<file path="src/rtl/afsk_pkg.sv">
package afsk_pkg;

  localparam int unsigned PHASE_W  = 9;
  localparam int unsigned TABLE_LEN = 1 << PHASE_W;
  localparam int unsigned QLEN     = TABLE_LEN / 4;

  localparam logic [7:0] FLAG_BYTE  = 8'h7E;
  localparam logic [7:0] ABORT_BYTE = 8'h7F;
  localparam logic [7:0] ESC_BYTE   = 8'h1B;
  localparam logic [7:0] MID_LEVEL  = 8'd128;

  // rounded table steps per sample for a given tone
  function automatic int unsigned tone_step(int unsigned tone_hz, int unsigned rate_hz);
    return (TABLE_LEN * tone_hz + rate_hz / 2) / rate_hz;
  endfunction

  // quarter-wave entry from a rational sine approximation
  function automatic logic [7:0] quarter_entry(int unsigned i);
    int unsigned m;
    m = (2 * i + 1) * (511 - 2 * i);
    return 8'(32'd128 + (32'd2032 * m) / (32'd1310720 - 32'd4 * m));
  endfunction

  function automatic logic [QLEN*8-1:0] build_quarter();
    logic [QLEN*8-1:0] t;
    t = '0;
    for (int unsigned i = 0; i < QLEN; i++) begin
      t[i*8 +: 8] = quarter_entry(i);
    end
    return t;
  endfunction

  function automatic logic sent_unstuffed(logic [7:0] b);
    return (b == FLAG_BYTE) || (b == ABORT_BYTE);
  endfunction

endpackage

</file>
<file path="src/rtl/afsk_sine_lut.sv">
module afsk_sine_lut
  import afsk_pkg::*;
(
  input  logic [PHASE_W-1:0] phase,
  output logic [7:0]         level
);

  localparam logic [QLEN*8-1:0] QTAB = build_quarter();
  localparam int unsigned QW = PHASE_W - 2;

  logic [PHASE_W-2:0] half_pos;
  logic [QW-1:0]      qidx;
  logic [7:0]         qval;

  always_comb begin
    half_pos = phase[PHASE_W-2:0];
    // second quarter reads the table backwards
    qidx     = half_pos[PHASE_W-2] ? ~half_pos[QW-1:0] : half_pos[QW-1:0];
    qval     = QTAB[qidx*8 +: 8];
    level    = phase[PHASE_W-1] ? (8'd255 - qval) : qval;
  end

endmodule

</file>
<file path="src/rtl/afsk_byte_framer.sv">
module afsk_byte_framer
  import afsk_pkg::*;
#(
  parameter int unsigned PRE_W = 8,
  parameter int unsigned TRL_W = 8
) (
  input  logic             clk,
  input  logic             rst_n,
  input  logic             tick,
  input  logic             start,
  input  logic [PRE_W-1:0] pre_in,
  input  logic [TRL_W-1:0] trl_in,
  input  logic             fifo_empty,
  input  logic [7:0]       fifo_data,
  input  logic             need_byte,
  output logic             busy,
  output logic             start_idle,
  output logic             fifo_pop,
  output logic             load,
  output logic             clr_ones,
  output logic             step,
  output logic             stop,
  output logic             stuff_en,
  output logic [7:0]       byte_now
);

  logic             busy_q, stuff_q, esc_q, stage_b_q;
  logic [PRE_W-1:0] pre_q;
  logic [TRL_W-1:0] trl_q;
  logic [7:0]       cur_q;

  logic go_a, fetch, drained, stop_a, stop_b, esc_b;
  logic pre_flag, trl_flag, pop_a, pop_b;
  logic [7:0] new_byte;

  always_comb begin
    start_idle = start && !busy_q;
    go_a       = tick && busy_q;
    fetch      = go_a && need_byte;
    drained    = fifo_empty && (trl_q == '0);
    stop_a     = fetch && drained;
    pre_flag   = (pre_q != '0);
    trl_flag   = !pre_flag && fifo_empty;
    load       = fetch && !drained;
    pop_a      = load && !pre_flag && !fifo_empty;
    new_byte   = (pre_flag || trl_flag) ? FLAG_BYTE : fifo_data;
    clr_ones   = load && !stuff_q;
    esc_b      = stage_b_q && esc_q;
    stop_b     = esc_b && fifo_empty;
    pop_b      = esc_b && !fifo_empty;
    step       = stage_b_q && !stop_b;
    stop       = stop_a || stop_b;
    fifo_pop   = pop_a || pop_b;
    byte_now   = esc_q ? fifo_data : cur_q;
    busy       = busy_q;
    stuff_en   = stuff_q;
  end

  always_ff @(posedge clk or negedge rst_n) begin
    if (!rst_n) begin
      busy_q    <= 1'b0;
      stuff_q   <= 1'b0;
      esc_q     <= 1'b0;
      stage_b_q <= 1'b0;
      pre_q     <= '0;
      trl_q     <= '0;
      cur_q     <= '0;
    end else if (start_idle) begin
      busy_q    <= 1'b1;
      stuff_q   <= 1'b0;
      esc_q     <= 1'b0;
      stage_b_q <= 1'b0;
      pre_q     <= pre_in;
      trl_q     <= trl_in;
    end else begin
      stage_b_q <= go_a && !stop_a;
      if (load) begin
        cur_q   <= new_byte;
        stuff_q <= !sent_unstuffed(new_byte);
        esc_q   <= (new_byte == ESC_BYTE);
        if (pre_flag)      pre_q <= pre_q - PRE_W'(1);
        else if (trl_flag) trl_q <= trl_q - TRL_W'(1);
      end
      if (esc_b) begin
        esc_q <= 1'b0;
        cur_q <= fifo_data;
      end
      if (start) trl_q <= trl_in;
      if (stop)  busy_q <= 1'b0;
    end
  end

endmodule

</file>
<file path="src/rtl/afsk_line_coder.sv">
module afsk_line_coder
  import afsk_pkg::*;
#(
  parameter int unsigned SPB        = 8,
  parameter logic [PHASE_W-1:0] MARK_STEP  = 9'd64,
  parameter logic [PHASE_W-1:0] SPACE_STEP = 9'd117
) (
  input  logic               clk,
  input  logic               rst_n,
  input  logic               start_idle,
  input  logic               load,
  input  logic               clr_ones,
  input  logic               step,
  input  logic               stop,
  input  logic               stuff_en,
  input  logic [7:0]         byte_now,
  input  logic [7:0]         level,
  output logic               need_byte,
  output logic [PHASE_W-1:0] phase_nx,
  output logic [PHASE_W-1:0] phase,
  output logic [2:0]         ones,
  output logic               tone_space,
  output logic [7:0]         sample
);

  localparam int unsigned CNT_W = (SPB > 1) ? $clog2(SPB) : 1;
  localparam logic [2:0]  RUN_MAX = 3'd5;

  logic [3:0]         idx_q;
  logic [2:0]         ones_q;
  logic               space_q;
  logic [CNT_W-1:0]   cnt_q;
  logic [PHASE_W-1:0] phase_q;
  logic [7:0]         sample_q;

  logic bit_time, stuff_slot, cur_bit, toggle, space_nx;

  always_comb begin
    bit_time   = (cnt_q == '0);
    stuff_slot = stuff_en && (ones_q >= RUN_MAX);
    cur_bit    = byte_now[idx_q[2:0]];
    toggle     = step && bit_time && (stuff_slot || !cur_bit);
    space_nx   = space_q ^ toggle;
    phase_nx   = phase_q + (space_nx ? SPACE_STEP : MARK_STEP);
    need_byte  = bit_time && idx_q[3];
    phase      = phase_q;
    ones       = ones_q;
    tone_space = space_q;
    sample     = sample_q;
  end

  always_ff @(posedge clk or negedge rst_n) begin
    if (!rst_n) begin
      idx_q    <= 4'd8;
      ones_q   <= '0;
      space_q  <= 1'b0;
      cnt_q    <= '0;
      phase_q  <= '0;
      sample_q <= MID_LEVEL;
    end else if (start_idle) begin
      idx_q   <= 4'd8;
      ones_q  <= '0;
      space_q <= 1'b0;
      cnt_q   <= '0;
      phase_q <= '0;
    end else begin
      if (load) begin
        idx_q <= 4'd0;
        if (clr_ones) ones_q <= '0;
      end
      if (step) begin
        space_q  <= space_nx;
        phase_q  <= phase_nx;
        sample_q <= level;
        if (bit_time) begin
          cnt_q <= CNT_W'(SPB - 1);
          if (stuff_slot) begin
            ones_q <= '0;
          end else begin
            idx_q  <= idx_q + 4'd1;
            if (!cur_bit)            ones_q <= '0;
            else if (ones_q != 3'd7) ones_q <= ones_q + 3'd1;
          end
        end else begin
          cnt_q <= cnt_q - CNT_W'(1);
        end
      end
      if (stop) sample_q <= MID_LEVEL;
    end
  end

endmodule

</file>
<file path="src/rtl/afsk_hdlc_modulator.sv">
module afsk_hdlc_modulator
  import afsk_pkg::*;
#(
  parameter int unsigned SAMPLE_HZ = 9600,
  parameter int unsigned BIT_HZ    = 1200,
  parameter int unsigned MARK_HZ   = 1200,
  parameter int unsigned SPACE_HZ  = 2200,
  parameter int unsigned PRE_W     = 8,
  parameter int unsigned TRL_W     = 8
) (
  input  logic             clk,
  input  logic             rst_n,
  input  logic             sample_tick,
  input  logic             start,
  input  logic [PRE_W-1:0] preamble_len,
  input  logic [TRL_W-1:0] trailer_len,
  input  logic             fifo_empty,
  input  logic [7:0]       fifo_data,
  output logic             fifo_pop,
  output logic             busy,
  output logic [7:0]       sample
);

  localparam int unsigned SPB = SAMPLE_HZ / BIT_HZ;
  localparam logic [PHASE_W-1:0] MARK_STEP  = PHASE_W'(tone_step(MARK_HZ, SAMPLE_HZ));
  localparam logic [PHASE_W-1:0] SPACE_STEP = PHASE_W'(tone_step(SPACE_HZ, SAMPLE_HZ));

  // named internal events, also watched by the checker
  logic               start_idle_w, load_w, clr_w, step_w, stop_w, stuff_w, need_w;
  logic               space_w;
  logic [7:0]         byte_w, level_w;
  logic [PHASE_W-1:0] phase_nx_w, phase_w;
  logic [2:0]         ones_w;

  afsk_byte_framer #(.PRE_W(PRE_W), .TRL_W(TRL_W)) u_framer (
    .clk        (clk),
    .rst_n      (rst_n),
    .tick       (sample_tick),
    .start      (start),
    .pre_in     (preamble_len),
    .trl_in     (trailer_len),
    .fifo_empty (fifo_empty),
    .fifo_data  (fifo_data),
    .need_byte  (need_w),
    .busy       (busy),
    .start_idle (start_idle_w),
    .fifo_pop   (fifo_pop),
    .load       (load_w),
    .clr_ones   (clr_w),
    .step       (step_w),
    .stop       (stop_w),
    .stuff_en   (stuff_w),
    .byte_now   (byte_w)
  );

  afsk_line_coder #(.SPB(SPB), .MARK_STEP(MARK_STEP), .SPACE_STEP(SPACE_STEP)) u_coder (
    .clk        (clk),
    .rst_n      (rst_n),
    .start_idle (start_idle_w),
    .load       (load_w),
    .clr_ones   (clr_w),
    .step       (step_w),
    .stop       (stop_w),
    .stuff_en   (stuff_w),
    .byte_now   (byte_w),
    .level      (level_w),
    .need_byte  (need_w),
    .phase_nx   (phase_nx_w),
    .phase      (phase_w),
    .ones       (ones_w),
    .tone_space (space_w),
    .sample     (sample)
  );

  afsk_sine_lut u_lut (
    .phase (phase_nx_w),
    .level (level_w)
  );

endmodule

</file>
<file path="config.mk">
export PLATFORM = sky130hd
export DESIGN_NAME = afsk_hdlc_modulator
export DESIGN_NICKNAME = d
export VERILOG_FILES = /design/src/rtl/afsk_pkg.sv /design/src/rtl/afsk_sine_lut.sv /design/src/rtl/afsk_byte_framer.sv /design/src/rtl/afsk_line_coder.sv /design/src/rtl/afsk_hdlc_modulator.sv
export SDC_FILE = /design/constraint.sdc
export NUM_CORES = 1
export LEC_CHECK = 0
export BUFFER_PORTS_ARGS = -buffer_cell sky130_fd_sc_hd__buf_2
export CAP_MARGIN = 30
export CORE_ASPECT_RATIO = 1.1
export CORE_MARGIN = 1
export CORE_UTILIZATION = 39
export DETAILED_ROUTE_END_ITERATION = 6
export PLACE_DENSITY = 0.6
export SLEW_MARGIN = 40
export SYNTH_ARGS = -nofsm -noshare
export SYNTH_HDL_FRONTEND = slang
export SYNTH_SLANG_ARGS = --single-unit
</file>
<file path="constraint.sdc">
create_clock -name clk -period 5.9 [get_ports clk]
set_input_delay 0 -clock clk [delete_from_list [all_inputs] [get_ports clk]]
set_output_delay 0 -clock clk [all_outputs]
set_load 0.01 [all_outputs]
</file>
==> After elaboration in Yosys (flattened, before gate mapping) <==
Cells that the tools add are included.
Widths: inputs -> output; s select.
{ "totals": {"regBits": 56, "input_bits": 29, "wordCells": 127} }
{ "classes": {"add_sub_neg": 7, "order_cmp": 2, "n_eq_ne": 5, "n_shift": 1, "n_mux": 47, "bitwise": 3, "reduce_logical": 49} }
{ "ops": {"columns": ["cell", "count"], "rows": [
  ["$shiftx 1024x11->8 const A", 1],
  ["$mux 8", 15],
  ["$mux 3", 11],
  ["$mux 4", 5],
  ["$logic_and 1x1->1", 19],
  ["$mux 9", 2],
  ["$eq 8x7->1 const B", 2],
  ["$sub 8x1->8 const B", 2],
  ["$reduce_bool 2->1", 6],
  ["$mux 1", 11],
  ["$add 9x9->9", 1],
  ["$logic_not 1->1", 9],
  ["$reduce_bool 3->1", 3],
  ["$eq 8x5->1 const B", 1],
  ["$logic_not 8->1", 1],
  ["$reduce_bool 8->1", 1],
  ["$sub 8x8->8 const A", 1],
  ["$mux 7", 1],
  ["$not 7->7", 1],
  ["$mux 6", 1],
  ["$ne 3x3->1 const B", 2],
  ["$reduce_and 2->1", 3],
  ["$logic_or 1x1->1", 5],
  ["$add 4x1->4 const B", 1],
  ["9 further kinds", 9]
]} }

==> Longest topological paths before layout <==
{ "depth": {"word_depth": 16, "mapped_depth": 24, "mapped_depth_nobuf": 21} }

==> Hierarchy <==
From an unflattened synthesis, not the netlist that was laid out.
{ "hier_totals": {"cells_unflattened": 701, "hier_area_um2": 5590.4} }
{ "by_module_without_submodules": {"columns": ["mod", "n_inst", "cells_each", "area_per_inst_um2", "seq_area_each_um2"], "rows": [
  ["afsk_sine_lut", 1, 314, 2048.2, 0.0],
  ["afsk_byte_framer", 1, 204, 1771.7, 700.7],
  ["afsk_line_coder", 1, 183, 1770.4, 703.2]
]} }

==> Least setup slack after synthesis <==
No wires, ideal clock.
{ "synth_timing": {"path_type": "flip-flop to flip-flop", "from": "register u_coder.idx_q[0]", "to": "register u_coder.sample_q[0], in the netlist u_coder.sample[0]", "setup_time_ns": 0.124, "t_arrival_ns": 5.482, "required_time_ns": 5.776, "path_slack_ns": 0.295, "stages_incl_launch_ff": 22, "synth_period_minus_slack_ns": 5.605, "path_cell_list": "dfrtp_1 > clkbuf_1 > mux4_2 > mux4_2 > a211oi_1 > xor2_1 > ha_1 > buf_2 > nand3_1 > o221a_2 > xnor2_2 > xnor2_1 > inv_1 > ha_1 > inv_1 > nor2_1 > o211ai_1 > a211oi_1 > a2111o_1 > o211ai_1 > a21oi_1 > a211o_1"} }
{ "synth_between": {"elab_chain_cells": 15} }
{ "synth_rtl": {"columns": ["element", "line_no", "rtl"], "rows": [
  ["start: declaration", "afsk_line_coder.sv:29", "logic [3:0] idx_q;"],
  ["start signal: assignment", "afsk_line_coder.sv:80", "idx_q <= idx_q + 4'd1;"],
  ["$bmux 1 s3 (*)", "afsk_line_coder.sv:41", "cur_bit = byte_now[idx_q[2:0]];"],
  ["$mux 1 (implied by the code) (*)", "afsk_line_coder.sv:41", null],
  ["$logic_not 1->1 (*)", "afsk_line_coder.sv:42", "toggle = step && bit_time && (stuff_slot || !cur_bit);"],
  ["$logic_or 1x1->1 (*)", "afsk_line_coder.sv:42", null],
  ["$logic_and 1x1->1 (*)", "afsk_line_coder.sv:42", null],
  ["$xor 1x1->1 (*)", "afsk_line_coder.sv:43", "space_nx = space_q ^ toggle;"],
  ["$mux 6 (*)", "afsk_line_coder.sv:44", "phase_nx = phase_q + (space_nx ? SPACE_STEP : MARK_STEP);"],
  ["$add 9x9->9 (*)", "afsk_line_coder.sv:44", null],
  ["$not 7->7", "afsk_sine_lut.sv:18", "qidx = half_pos[PHASE_W-2] ? ~half_pos[QW-1:0] : half_pos[QW-1:0];"],
  ["$mux 7", "afsk_sine_lut.sv:18", null],
  ["$shiftx 1024x11->8", "afsk_sine_lut.sv:19", "qval = QTAB[qidx*8 +: 8];"],
  ["$sub 8x8->8", "afsk_sine_lut.sv:20", "level = phase[PHASE_W-1] ? (8'd255 - qval) : qval;"],
  ["$mux 8 (*)", "afsk_sine_lut.sv:20", null],
  ["$mux 8 (*)", "afsk_line_coder.sv:71", "if (step) begin"],
  ["$mux 8 (*)", "afsk_line_coder.sv:88", "if (stop) sample_q <= MID_LEVEL;"],
  ["end signal: assignment", "afsk_line_coder.sv:74", "sample_q <= level;"],
  ["end: declaration", "afsk_line_coder.sv:34", "logic [7:0] sample_q;"]
]} }
Every way passes the cells marked *; elsewhere a longest branch is shown, timed or not. The select of a mux whose other input is x is not followed.
A chain may end at the register's enable or synchronous reset.

==> Worst setup path in the final report <==
Ends and elaborated chain as after synthesis.

==> results.yml <==
worst_setup_path:
  worst_setup_path_end_kind: "register"
  cpLargestDelayFamily: "simple AND/OR/NAND/NOR gates"
  worstPathRequired_ns: 6.09
  critPathKind: "register to register"
  crit_fanout: 11
  slowest_delay_ns: 0.58
  arrival_ns: 5.72
  crit_chain: "mux4_2 > mux4_2 > a211oi_1 > buf_4 > xor2_1 > buf_4 > ha_1 > buf_4 > a311oi_1 > or3_1 > a22oi_4 > xnor2_2 > or3_1 > a211oi_1 > or4_1 > and3_1 > a211o_1"
  worstSetupStartpointType: "register"
  crit_top_cell: "buf_4"
  cp_num_buf_inv: 3
  worst_path_max_delay_cell: "or4_1"
synthesis:
  syn_area_sq_mm: 0.00466
  yosys_warnings: 0
  ys_async_sr_fraction_pct: 100
  synth_edf_count: 0
  ys.flop_type: "dfrtp_1"
  ys_seq_elements: 56
  ys_seq_area_share_pct: 30.1
  synth_nets: 627
  synth_fa_ha_area_share_pct: 6.71
  synth_xor_xnor_area_share_pct: 7.54
  syn_avg_cell_area_sq_um: 8.14
  synthSimpleGateAreaFrac_pct: 23.2
  synth_compound_area_share_pct: 22.3
  synthMuxAreaShare_pct: 5.45
  synth_top_family_by_area: "simple AND/OR/NAND/NOR gates"
  netlist_instances: 573
  yosysUniqueCellTypes: 68
global_route:
  overflow: 0
  grt_pass1_wl_microns: 20400
  first_global_vias: 4292
  grt_max_degree: 57
  antenna_found_initial: 0
  grt_usage_pct: 20.3
timing:
  timing.final.crit_share_pct: 93.7
  fin_setup_tns_ns: 0
  clock_skew_ns: 0.00641
  hold_viol_final: 0
  period_minus_slack_ns: 5.53
  rsz0062_at_grt: "false"
  max_slew_margin_pct: 52.0
  drv_slew: 0
  max_freq_mhz: 181
  tightest_slew_ns: 0.720
  setup_viol: 0
  fin_hold_ws_ns: 0.00214
route:
  drt-total-wl_microns: 12300
  wl_per_cell_microns: 15.8
  viasPerCell: 5.72
  first_pass_iters: 5
  drt_iter0_drc: 377
  vias: 4454
  ant_nets: 0
  drt_drc_violations_left: 0
floorplan:
  coreArea_sq_mm: 0.0115
  initial_core_util_pct: 40.4
  num_io_pins: 39
  die_w_microns: 106
  row_count: 41
  die_area_sq_mm: 0.0124
  die_h_microns: 117
layout:
  antenna_cells: 0
  final_nets: 681
  syn_to_final_growth_pct: 16.9
  final_area_sq_mm: 0.00545
  drive_gt1_share_pct: 15.6
  nFillCells: 1142
run_status:
  status: "finished clean"
clock_tree:
  numCtsBuffers: 5
  clock_latency_ns: 0.29
  path_clk_slew_ns: 0.08
  h-tree-depth: 2
  post_cts.repair.setup_buffers: 0
  cts-root-buf: "clkbuf_16"
  tritoncts: "yes"
  numClockSinks: 56
  max-clock-path-buffers: 2
place:
  hpwl_microns: 9010
  portBuffers: 38
  place_area_sq_mm: 0.00507
  place_congestion: 0.864
job:
  cap_violations: 0
min_path:
  hp-class: "input pin to register"
==> worst reg2reg max path: stages (launching register included) <==
cell,delay [ns]
dfrtp_2,0.47
mux4_2,0.53
mux4_2,0.47
a211oi_1,0.24
buf_4,0.16
xor2_1,0.19
buf_4,0.16
ha_1,0.24
buf_4,0.17
a311oi_1,0.42
or3_1,0.44
a22oi_4,0.16
xnor2_2,0.50
or3_1,0.21
a211oi_1,0.07
or4_1,0.58
and3_1,0.20
a211o_1,0.22
==> cell families (layout without fill, tap and decap cells) <==
group | after synthesis | after routing
simple gates | 232 | 232
compound gates | 152 | 152
flops | 56 | 56
buf+inv | 54 | 109
xor+xnor | 35 | 35
fa+ha+maj | 25 | 25
mux | 19 | 19
==> per-stage QoR <==
stage	worst slack (ns)	cells	util (%)
detailed placement	0.251	751	43.9
floorplan	0.295	573	-
CTS	0.233	778	47.1
global route	0.0254	778	47.2
global placement	0.337	751	43.9
finish	0.369	778	47.2
==> cell type report <==
type	instances	area [sq um]	share of cell area [%]
tap	150	188	3.44
multi-input combinational	463	3060	56.1
clock inverter	3	46.3	0.849
clock buffer	5	125	2.30
sequential	56	1410	25.8
timing repair buffer	79	546	10.0
inverter	22	82.6	1.51
==> layer usage <==
metal,global-route usage (%),vias up,part of all wire (%)
met1,25.1,2090,44
met4,6.94,0,2.3
met2,36.7,147,50
met5,0,-,0
met3,2.51,23,4.3
li1,-,2194,-
==> Yosys cell counts (6+ instances only) <==
master     n  area [sq um]
buf_2      7          35.0
inv_1     21          78.8
xnor2_1   20           175
nor4_1     6          37.5
a221oi_1   6          52.6
o211ai_1   6          45.0
xor2_1    10          87.6
and2_1     6          37.5
nand2b_1   7          43.8
a21oi_1   26           130
dfrtp_1   54          1350
o21ai_0   43           215
nand3_1   25           125
nor3_1    23           115
ha_1      25           313
clkbuf_1  23          86.3
nor2_1    52           195
or3_1      7          43.8
nand2_1   81           304
a211oi_1  11          82.6
mux2i_1   13           130
==> layout by cell type, fill, tap and decap left out, types with 4 or more instances in the layout <==
| master | synthesis | layout |
|---|---|---|
| clkbuf_16 | 0 | 5 |
| ha_1 | 25 | 24 |
| dlygate4sd3_1 | 0 | 19 |
| nand2_1 | 81 | 81 |
| xor2_1 | 10 | 10 |
| buf_4 | 2 | 22 |
| or3_1 | 7 | 7 |
| xnor2_2 | 4 | 6 |
| nor2_1 | 52 | 52 |
| nand2b_1 | 7 | 7 |
| nor3_1 | 23 | 23 |
| nand3_1 | 25 | 25 |
| mux4_2 | 5 | 5 |
| nor4_1 | 6 | 6 |
| and3_1 | 4 | 4 |
| a21o_1 | 4 | 4 |
| xnor2_1 | 20 | 18 |
| o211ai_1 | 6 | 6 |
| dfrtp_1 | 54 | 53 |
| inv_1 | 21 | 21 |
| a211oi_1 | 11 | 11 |
| o21ai_0 | 43 | 43 |
| and2_1 | 6 | 6 |
| mux2i_1 | 13 | 13 |
| a221oi_1 | 6 | 6 |
| o31ai_1 | 4 | 4 |
| a21oi_1 | 26 | 26 |
| a31oi_1 | 5 | 5 |
| buf_2 | 7 | 38 |
| nand4_1 | 5 | 5 |
==> state kept, by name (all words and copies together) (netlist names) <==
name / flops
u_framer.stuff_en: 1
u_framer.esc_q: 1
u_framer.pre_q: 8
u_coder.cnt_q: 3
u_coder.idx_q: 4
u_framer.stage_b_q: 1
u_coder.tone_space: 1
u_coder.ones: 3
u_framer.cur_q: 8
u_framer.busy: 1
u_framer.trl_q: 8
u_coder.phase: 9
u_coder.sample: 8
==> worst paths after layout <==
path,start,end,slack (ns),cells after the start
max,u_coder.idx_q[0]$_DFF_PN0_,u_coder.sample[0]$_DFFE_PN0P_,0.37,17
min reg2reg,u_coder.sample[7]$_DFFE_PN1P_,u_coder.sample[7]$_DFFE_PN1P_,0.47,2
min in group asynchronous,rst_n,u_framer.cur_q[6]$_DFFE_PN0P_,0.37,3
max reg2reg,u_coder.idx_q[0]$_DFF_PN0_,u_coder.sample[0]$_DFFE_PN0P_,0.37,17
max in group asynchronous,rst_n,u_coder.idx_q[0]$_DFF_PN0_,5.03,3
min,fifo_data[0],u_framer.cur_q[0]$_DFFE_PN0P_,0.002,3
==> timing repair <==
| action | 4_1_cts | 5_1_grt |
|---|---|---|
| hold endpoints to repair | 72 | 0 |
| setup endpoints to repair | 0 | 3 |
| hold buffers | 19 | 0 |
| gates resized for setup | 0 | 3 |
Power is left out: the tool's default activity adds up to more than one toggle a clock period on the data nets, which glitch-free logic cannot reach.
